**src/rtl/scan_pkg.sv**
```systemverilog
package scan_pkg;
  typedef enum logic [1:0] {
    ST_IDLE  = 2'd0,
    ST_DELAY = 2'd1,
    ST_RUN   = 2'd2
  } eng_state_t;
endpackage

```
**src/rtl/scan_sync.sv**
```systemverilog
module scan_sync #(
  parameter int NSIG = 2
) (
  input  logic            clk,
  input  logic            rst_n,
  input  logic [NSIG-1:0] async_in,
  output logic [NSIG-1:0] lvl
);
  for (genvar i = 0; i < NSIG; i++) begin : g_sync
    logic meta_q;
    logic sync_q;
    always_ff @(posedge clk or negedge rst_n) begin
      if (!rst_n) begin
        meta_q <= 1'b0;
        sync_q <= 1'b0;
      end else begin
        meta_q <= async_in[i];
        sync_q <= meta_q;
      end
    end
    assign lvl[i] = sync_q;
  end
endmodule

```
**src/rtl/pix_engine.sv**
```systemverilog
module pix_engine
  import scan_pkg::*;
#(
  parameter int NUM_PIX = 256,
  parameter int PER_W   = 16,
  parameter int DLY_W   = 16,
  localparam int PIX_W  = (NUM_PIX > 1) ? $clog2(NUM_PIX) : 1
) (
  input  logic             clk,
  input  logic             rst_n,
  input  logic             line_lvl,
  input  logic             frame_lvl,
  input  logic [PER_W-1:0] cfg_period,
  input  logic [DLY_W-1:0] cfg_delay,
  output logic             pix_clk,
  output logic             en_scan,
  output logic [PIX_W-1:0] pix_idx,
  output logic             line_end,
  output logic             line_abort,
  output logic             eng_idle
);
  localparam logic [PIX_W-1:0] LAST_PIX = PIX_W'(NUM_PIX - 1);
  localparam logic [PER_W-1:0] MIN_PER  = PER_W'(2);

  eng_state_t       state_q, state_d;
  logic [PER_W-1:0] per_q, per_d, half_q, half_d, phase_q, phase_d;
  logic [DLY_W-1:0] dcnt_q, dcnt_d;
  logic [PIX_W-1:0] pix_q, pix_d;
  logic             en_q, en_d;
  logic             line_prev_q;
  logic             rise, start, last_phase;
  logic [PER_W-1:0] per_cl;

  assign rise       = line_lvl & ~line_prev_q;
  assign start      = rise & frame_lvl & (state_q == ST_IDLE);
  assign per_cl     = (cfg_period < MIN_PER) ? MIN_PER : cfg_period;
  assign last_phase = (phase_q == per_q - PER_W'(1));
  assign line_abort = (state_q != ST_IDLE) & ~line_lvl;
  assign line_end   = (state_q == ST_RUN) & line_lvl & last_phase & (pix_q == LAST_PIX);

  always_comb begin
    state_d = state_q;
    per_d   = per_q;
    half_d  = half_q;
    phase_d = phase_q;
    dcnt_d  = dcnt_q;
    pix_d   = pix_q;
    en_d    = en_q;
    if (!line_lvl) en_d = 1'b0;
    case (state_q)
      ST_IDLE: begin
        if (start) begin
          state_d = ST_DELAY;
          per_d   = per_cl;
          half_d  = per_cl >> 1;
          dcnt_d  = cfg_delay;
          en_d    = 1'b1;
        end
      end
      ST_DELAY: begin
        if (line_abort) begin
          state_d = ST_IDLE;
        end else if (dcnt_q == '0) begin
          state_d = ST_RUN;
          phase_d = '0;
          pix_d   = '0;
        end else begin
          dcnt_d = dcnt_q - DLY_W'(1);
        end
      end
      ST_RUN: begin
        if (line_abort) begin
          state_d = ST_IDLE;
          phase_d = '0;
          pix_d   = '0;
        end else if (last_phase) begin
          phase_d = '0;
          if (pix_q == LAST_PIX) begin
            state_d = ST_IDLE;
            pix_d   = '0;
          end else begin
            pix_d = pix_q + PIX_W'(1);
          end
        end else begin
          phase_d = phase_q + PER_W'(1);
        end
      end
      default: state_d = ST_IDLE;
    endcase
  end

  always_ff @(posedge clk or negedge rst_n) begin
    if (!rst_n) begin
      state_q     <= ST_IDLE;
      per_q       <= MIN_PER;
      half_q      <= PER_W'(1);
      phase_q     <= '0;
      dcnt_q      <= '0;
      pix_q       <= '0;
      en_q        <= 1'b0;
      line_prev_q <= 1'b0;
    end else begin
      state_q     <= state_d;
      per_q       <= per_d;
      half_q      <= half_d;
      phase_q     <= phase_d;
      dcnt_q      <= dcnt_d;
      pix_q       <= pix_d;
      en_q        <= en_d;
      line_prev_q <= line_lvl;
    end
  end

  assign pix_clk  = (state_q == ST_RUN) & (phase_q < half_q);
  assign en_scan  = en_q;
  assign pix_idx  = pix_q;
  assign eng_idle = (state_q == ST_IDLE);

  // the pixel clock is gated by the enable
  p_gate_r6: assert property (@(posedge clk) disable iff (!rst_n)
    pix_clk |-> en_scan) else $error("pix_clk high without en_scan");
  // index stays inside the line
  p_idx_range_r5: assert property (@(posedge clk) disable iff (!rst_n)
    pix_idx <= LAST_PIX) else $error("pix_idx out of range");
  // phase stays inside the latched period
  p_phase_r3: assert property (@(posedge clk) disable iff (!rst_n)
    (state_q == ST_RUN) |-> (phase_q < per_q)) else $error("phase overrun");
  // a line edge outside a frame starts nothing
  p_ignore_r7: assert property (@(posedge clk) disable iff (!rst_n)
    (state_q == ST_IDLE && rise && !frame_lvl) |=> (state_q == ST_IDLE && !en_scan))
    else $error("line accepted outside frame");
  // enable only rises inside a frame
  p_en_frame_r1: assert property (@(posedge clk) disable iff (!rst_n)
    $rose(en_scan) |-> $past(frame_lvl)) else $error("enable rose outside frame");
endmodule

```
**src/rtl/line_tracker.sv**
```systemverilog
module line_tracker #(
  parameter int NUM_LINES = 256,
  localparam int LINE_W   = (NUM_LINES > 1) ? $clog2(NUM_LINES) : 1
) (
  input  logic              clk,
  input  logic              rst_n,
  input  logic              line_end,
  input  logic              line_abort,
  input  logic              frame_lvl,
  input  logic              eng_idle,
  output logic [LINE_W-1:0] line_idx,
  output logic              frame_done,
  output logic              short_err
);
  localparam logic [LINE_W-1:0] LAST_LINE = LINE_W'(NUM_LINES - 1);

  logic [LINE_W-1:0] cnt_q, cnt_d;
  logic              cnt_en;
  logic              done_q, done_d;
  logic              err_q, err_d;

  always_comb begin
    cnt_en = line_end | (~frame_lvl & eng_idle);
    cnt_d  = cnt_q;
    if (line_end) cnt_d = (cnt_q == LAST_LINE) ? '0 : cnt_q + LINE_W'(1);
    else          cnt_d = '0;
    done_d = line_end & (cnt_q == LAST_LINE);
    err_d  = err_q | line_abort;
  end

  always_ff @(posedge clk or negedge rst_n) begin
    if (!rst_n) begin
      cnt_q  <= '0;
      done_q <= 1'b0;
      err_q  <= 1'b0;
    end else begin
      if (cnt_en) cnt_q <= cnt_d;
      done_q <= done_d;
      err_q  <= err_d;
    end
  end

  assign line_idx   = cnt_q;
  assign frame_done = done_q;
  assign short_err  = err_q;

  // the error flag is sticky
  p_sticky_r9: assert property (@(posedge clk) disable iff (!rst_n)
    short_err |=> short_err) else $error("short_err cleared");
  // frame-done is a single-cycle pulse
  p_pulse_r8: assert property (@(posedge clk) disable iff (!rst_n)
    frame_done |=> !frame_done) else $error("frame_done longer than one cycle");
  // the line count wraps together with frame-done
  p_wrap_r8: assert property (@(posedge clk) disable iff (!rst_n)
    frame_done |-> (line_idx == '0)) else $error("line_idx not wrapped");
endmodule

```
**src/rtl/scan_pixclk_gen.sv**
```systemverilog
module scan_pixclk_gen #(
  parameter int NUM_PIX   = 256,
  parameter int NUM_LINES = 256,
  parameter int PER_W     = 16,
  parameter int DLY_W     = 16,
  localparam int PIX_W    = (NUM_PIX > 1) ? $clog2(NUM_PIX) : 1,
  localparam int LINE_W   = (NUM_LINES > 1) ? $clog2(NUM_LINES) : 1
) (
  input  logic              clk,
  input  logic              rst_n,
  input  logic              line_in,
  input  logic              frame_in,
  input  logic [PER_W-1:0]  cfg_period,
  input  logic [DLY_W-1:0]  cfg_delay,
  output logic              pix_clk,
  output logic              en_scan,
  output logic [PIX_W-1:0]  pix_idx,
  output logic [LINE_W-1:0] line_idx,
  output logic              frame_done,
  output logic              short_err
);
  logic       rst_meta_q, rst_sync_q;
  logic [1:0] lvl;
  logic       line_end, line_abort, eng_idle;

  always_ff @(posedge clk or negedge rst_n) begin
    if (!rst_n) begin
      rst_meta_q <= 1'b0;
      rst_sync_q <= 1'b0;
    end else begin
      rst_meta_q <= 1'b1;
      rst_sync_q <= rst_meta_q;
    end
  end

  scan_sync #(.NSIG(2)) u_sync (
    .clk      (clk),
    .rst_n    (rst_sync_q),
    .async_in ({frame_in, line_in}),
    .lvl      (lvl)
  );

  pix_engine #(.NUM_PIX(NUM_PIX), .PER_W(PER_W), .DLY_W(DLY_W)) u_eng (
    .clk        (clk),
    .rst_n      (rst_sync_q),
    .line_lvl   (lvl[0]),
    .frame_lvl  (lvl[1]),
    .cfg_period (cfg_period),
    .cfg_delay  (cfg_delay),
    .pix_clk    (pix_clk),
    .en_scan    (en_scan),
    .pix_idx    (pix_idx),
    .line_end   (line_end),
    .line_abort (line_abort),
    .eng_idle   (eng_idle)
  );

  line_tracker #(.NUM_LINES(NUM_LINES)) u_trk (
    .clk        (clk),
    .rst_n      (rst_sync_q),
    .line_end   (line_end),
    .line_abort (line_abort),
    .frame_lvl  (lvl[1]),
    .eng_idle   (eng_idle),
    .line_idx   (line_idx),
    .frame_done (frame_done),
    .short_err  (short_err)
  );
endmodule

```
**config.mk**
```make
export PLATFORM = sky130hd
export DESIGN_NAME = scan_pixclk_gen
export DESIGN_NICKNAME = d
export VERILOG_FILES = /design/src/rtl/scan_pkg.sv /design/src/rtl/scan_sync.sv /design/src/rtl/pix_engine.sv /design/src/rtl/line_tracker.sv /design/src/rtl/scan_pixclk_gen.sv
export SDC_FILE = /design/constraint.sdc
export NUM_CORES = 1
export LEC_CHECK = 0
export CAP_MARGIN = 20
export CORE_MARGIN = 5
export CORE_UTILIZATION = 50
export DETAILED_ROUTE_END_ITERATION = 8
export DONT_BUFFER_PORTS = 1
export PLACE_DENSITY = 0.67
export SLEW_MARGIN = 20
export SYNTH_ARGS = -nofsm -noshare
export SYNTH_HDL_FRONTEND = slang
export SYNTH_SLANG_ARGS = --single-unit
```
**constraint.sdc**
```tcl
create_clock -name clk -period 4.1 [get_ports clk]
set_clock_uncertainty 0.05 [all_clocks]
set_input_delay 0.205 -clock clk [delete_from_list [all_inputs] [get_ports clk]]
set_output_delay 0.205 -clock clk [all_outputs]
set_load 0.005 [all_outputs]
```
==> metrics.cfg <==
[layout]
final-seq-area_sq_um=1900
num-fill-cells=867
multi_input_comb_area_sq_um=2680
syn2layout_area_growth_pct=13.6
fin_nets=606
fin_util_pct=57.4
diodes=0
layout-drive-gt1-share_pct=10.1

[timing]
hold_violations=0
tightest_slew_ps=919
finalSetupViolations=0
finalMaxSlewViolations=0
rsz0062_at_grt=no
fin_tns_setup_ps=0
max_freq_mhz=291
fin_crit_sh_pct=83.7
finalWorstSetupSlack_ps=667
slew-limit-headroom_pct=38.7
final.min_clock_period_ps=3430
finalHoldWorstSlack_ps=29.1

[pwr]
pwr-share-seq_pct=37.7
swShare_pct=41.0
p_leak_nw=2.39
p_int_mw=1.89
clockPowerShare_pct=22.1
power.density_nw_per_um2=581
power_frac_comb_pct=40.2
p_sw_mw=1.31
peakVddDrop_mv=0.280

[synthesis]
synth-warning-count=0
ys_seq_elements=76
synthTopCellsByCount=dfrtp_1, nor2_1, inv_1
synth-main-ff-cell=dfrtp_1
ys_seq_area_share_pct=39.3
yosys.cell_count.top_type=dfrtp_1
synth_top_area_share_pct=38.7
syn_nets=579
postSynthCellCount=521
ys_async_sr_fraction_pct=100
synth.cell_area_sq_um=4840
yosys.area.top_type=dfrtp_1
ys_top_cells_by_area=dfrtp_1, ha_1, mux2_2, xor2_1, nor2_1
postSynthAreaPerCell_sq_um=9.30
synth-edff-count=0
synth_cell_types=73

[clock_network]
cts_tree=yes
htreeDepth=3
cts_resized=0
cts-root-buf=clkbuf_8
clockBufferDepth=2
cts.sinks=76
cts_buffers=9
clkTransAtPathRegs_ps=90
clock_latency_ps=360

[worst_setup_path]
arrival_ps=3670
crit_path_end_kind=flip-flop
setup.worst_path.class=reg -> reg
start_kind=flip-flop
cp_max_fo=28
worstPathRequired_ps=4330
r2r_cells=9

[floorplanning]
coreArea_sq_um=9590
die_y_um=108
rows=36
die_w_um=108
start_util_pct=50.5
ios=56
die-area_sq_um=11800

[global_route]
antenna_found_initial=0
track_usage_pct=21.4
overflow=0
grt_max_degree=64
grt_pass1_wl_mm=19.9
grt_pass1_vias=4167

[min_path]
hold_path.class=in -> async

[route]
post-route-drc-count=0
vias=4125
vias_per_cell=6.01
ant_nets=0
firstDrtPassIters=5
drt-total-wl_mm=11.9
drt_iter0_markers=302
routedWlPerCell_um=17.3

[status]
status=complete, no violations

[placed_design]
routabilityCongestion=0.928
place_ws_ps=717
dp_hpwl_mm=8.49
port_buffers=0

[flow_run]
maxCapViolCount=0

-- cell usage in the layout (no fill, tap or decap), types with 3 or more instances in the layout --
cell type,instances
a21boi_0,3
o32ai_1,3
dlygate4sd3_1,33
or3_1,7
a21o_1,9
a32oi_1,3
mux2i_1,5
nor2b_1,7
and3_1,11
xnor2_1,12
nand3_1,27
xor2_1,18
a21oi_1,17
ha_1,22
bufinv_16,3
clkbuf_8,9
nand4_1,12
o21ai_0,22
nand2_1,31
mux2_2,15
nor4_1,13
nand2b_1,3
o31ai_1,3
nor3b_1,5
dfrtp_1,74
o211ai_1,8
inv_1,38
o21ai_2,6
or4_1,5
and4_1,4
o22ai_1,12
nor3_1,17
buf_4,4
nor2_1,39
-- worst max-delay path, cell delays in order, from the launching register on --
cell	delay, ps
dfrtp_1	400
inv_1	80
ha_1	180
or3b_2	470
nor3b_1	580
nand4_1	200
o2111a_1	510
nand2b_1	550
o22ai_1	160
a21oi_1	170
-- cells by family after synthesis --
logic type      count (synthesis)  share of synthesized area, %
compound gates                115                          17.1
xor+xnor                       30                          5.42
fa+ha+maj                      22                          5.68
buf+inv                        59                          5.35
flops                          76                          39.3
mux                            22                          5.30
other cells                     1                        0.0774
simple gates                  196                          21.8
-- stage by stage --
step	instance area [sq um]	power, mW	std cells
after detailed placement	4920	2.46	637
final	5500	3.20	686
after CTS	5500	3.20	686
after global placement	4920	2.41	637
after global routing	5500	3.43	686
after floorplan	4840	2.16	521
-- state kept, by name (all words and copies together), names as in the netlist --
name / cells
u_trk.line_idx: 8
u_eng.en_scan: 1
u_trk.frame_done: 1
u_eng.pix_idx: 8
u_eng.half_q: 1
u_eng.per_q: 15
u_eng.dcnt_q: 16
u_eng.line_prev_q: 1
rst_meta_q: 1
u_sync.g_sync.meta_q: 2
u_sync.g_sync.sync_q: 2
rst_sync_q: 1
u_trk.short_err: 1
u_eng.phase_q: 16
u_eng.state_q: 2
-- repair_timing --
item                                    CTS  global route
hold buffers                             33             0
endpoints found under the setup margin    0             0
setup buffers                             0             0
hold endpoints to repair                 34             0
-- path summary, 6_finish.rpt --
path	slack (ps)	from	endpoint
setup / recovery	670	u_eng.dcnt_q[1]$_DFFE_PN0P_	u_eng.dcnt_q[9]$_DFFE_PN0P_
hold / removal	30	rst_n	rst_meta_q$_DFF_PN0_
setup reg to reg	670	u_eng.dcnt_q[1]$_DFFE_PN0P_	u_eng.dcnt_q[9]$_DFFE_PN0P_
hold reg to reg	90	rst_sync_q$_DFF_PN0_	u_eng.dcnt_q[5]$_DFFE_PN0P_
max in group asynchronous	2810	rst_sync_q$_DFF_PN0_	u_trk.line_idx[2]$_DFFE_PN0P_
min in group clk	50	cfg_delay[0]	u_eng.dcnt_q[0]$_DFFE_PN0P_
-- layout make-up --
| cell class | instances | area share [%] |
|---|---|---|
| Clock buffer | 9 | 2.25 |
| Clock inverter | 7 | 2.25 |
| Inverter | 38 | 2.59 |
| Multi-Input combinational cell | 386 | 48.7 |
| Sequential cell | 76 | 34.6 |
| Tap cell | 133 | 3.02 |
| Timing Repair Buffer | 37 | 6.55 |
-- power by group through the flow --
stage | combinational [mW] | clock (mW) | sequential [mW]
finish | 1.28 | 0.708 | 1.20
global route | 1.43 | 0.760 | 1.24
detailed placement | 1.24 | 0 | 1.22
CTS | 1.28 | 0.723 | 1.20
global placement | 1.21 | 0 | 1.20
floorplan | 1.04 | 0 | 1.12
-- routing by layer --
| metal | GRT usage, % | up-vias | wire length, um |
|---|---|---|---|
| met5 | 0 | - | 0 |
| met4 | 7.30 | 0 | 206 |
| met3 | 4.54 | 17 | 549 |
| met2 | 37.2 | 109 | 6150 |
| met1 | 26.1 | 2041 | 4940 |
| li1 | - | 1958 | - |
Note: power is estimated with default switching activity, not from simulation.
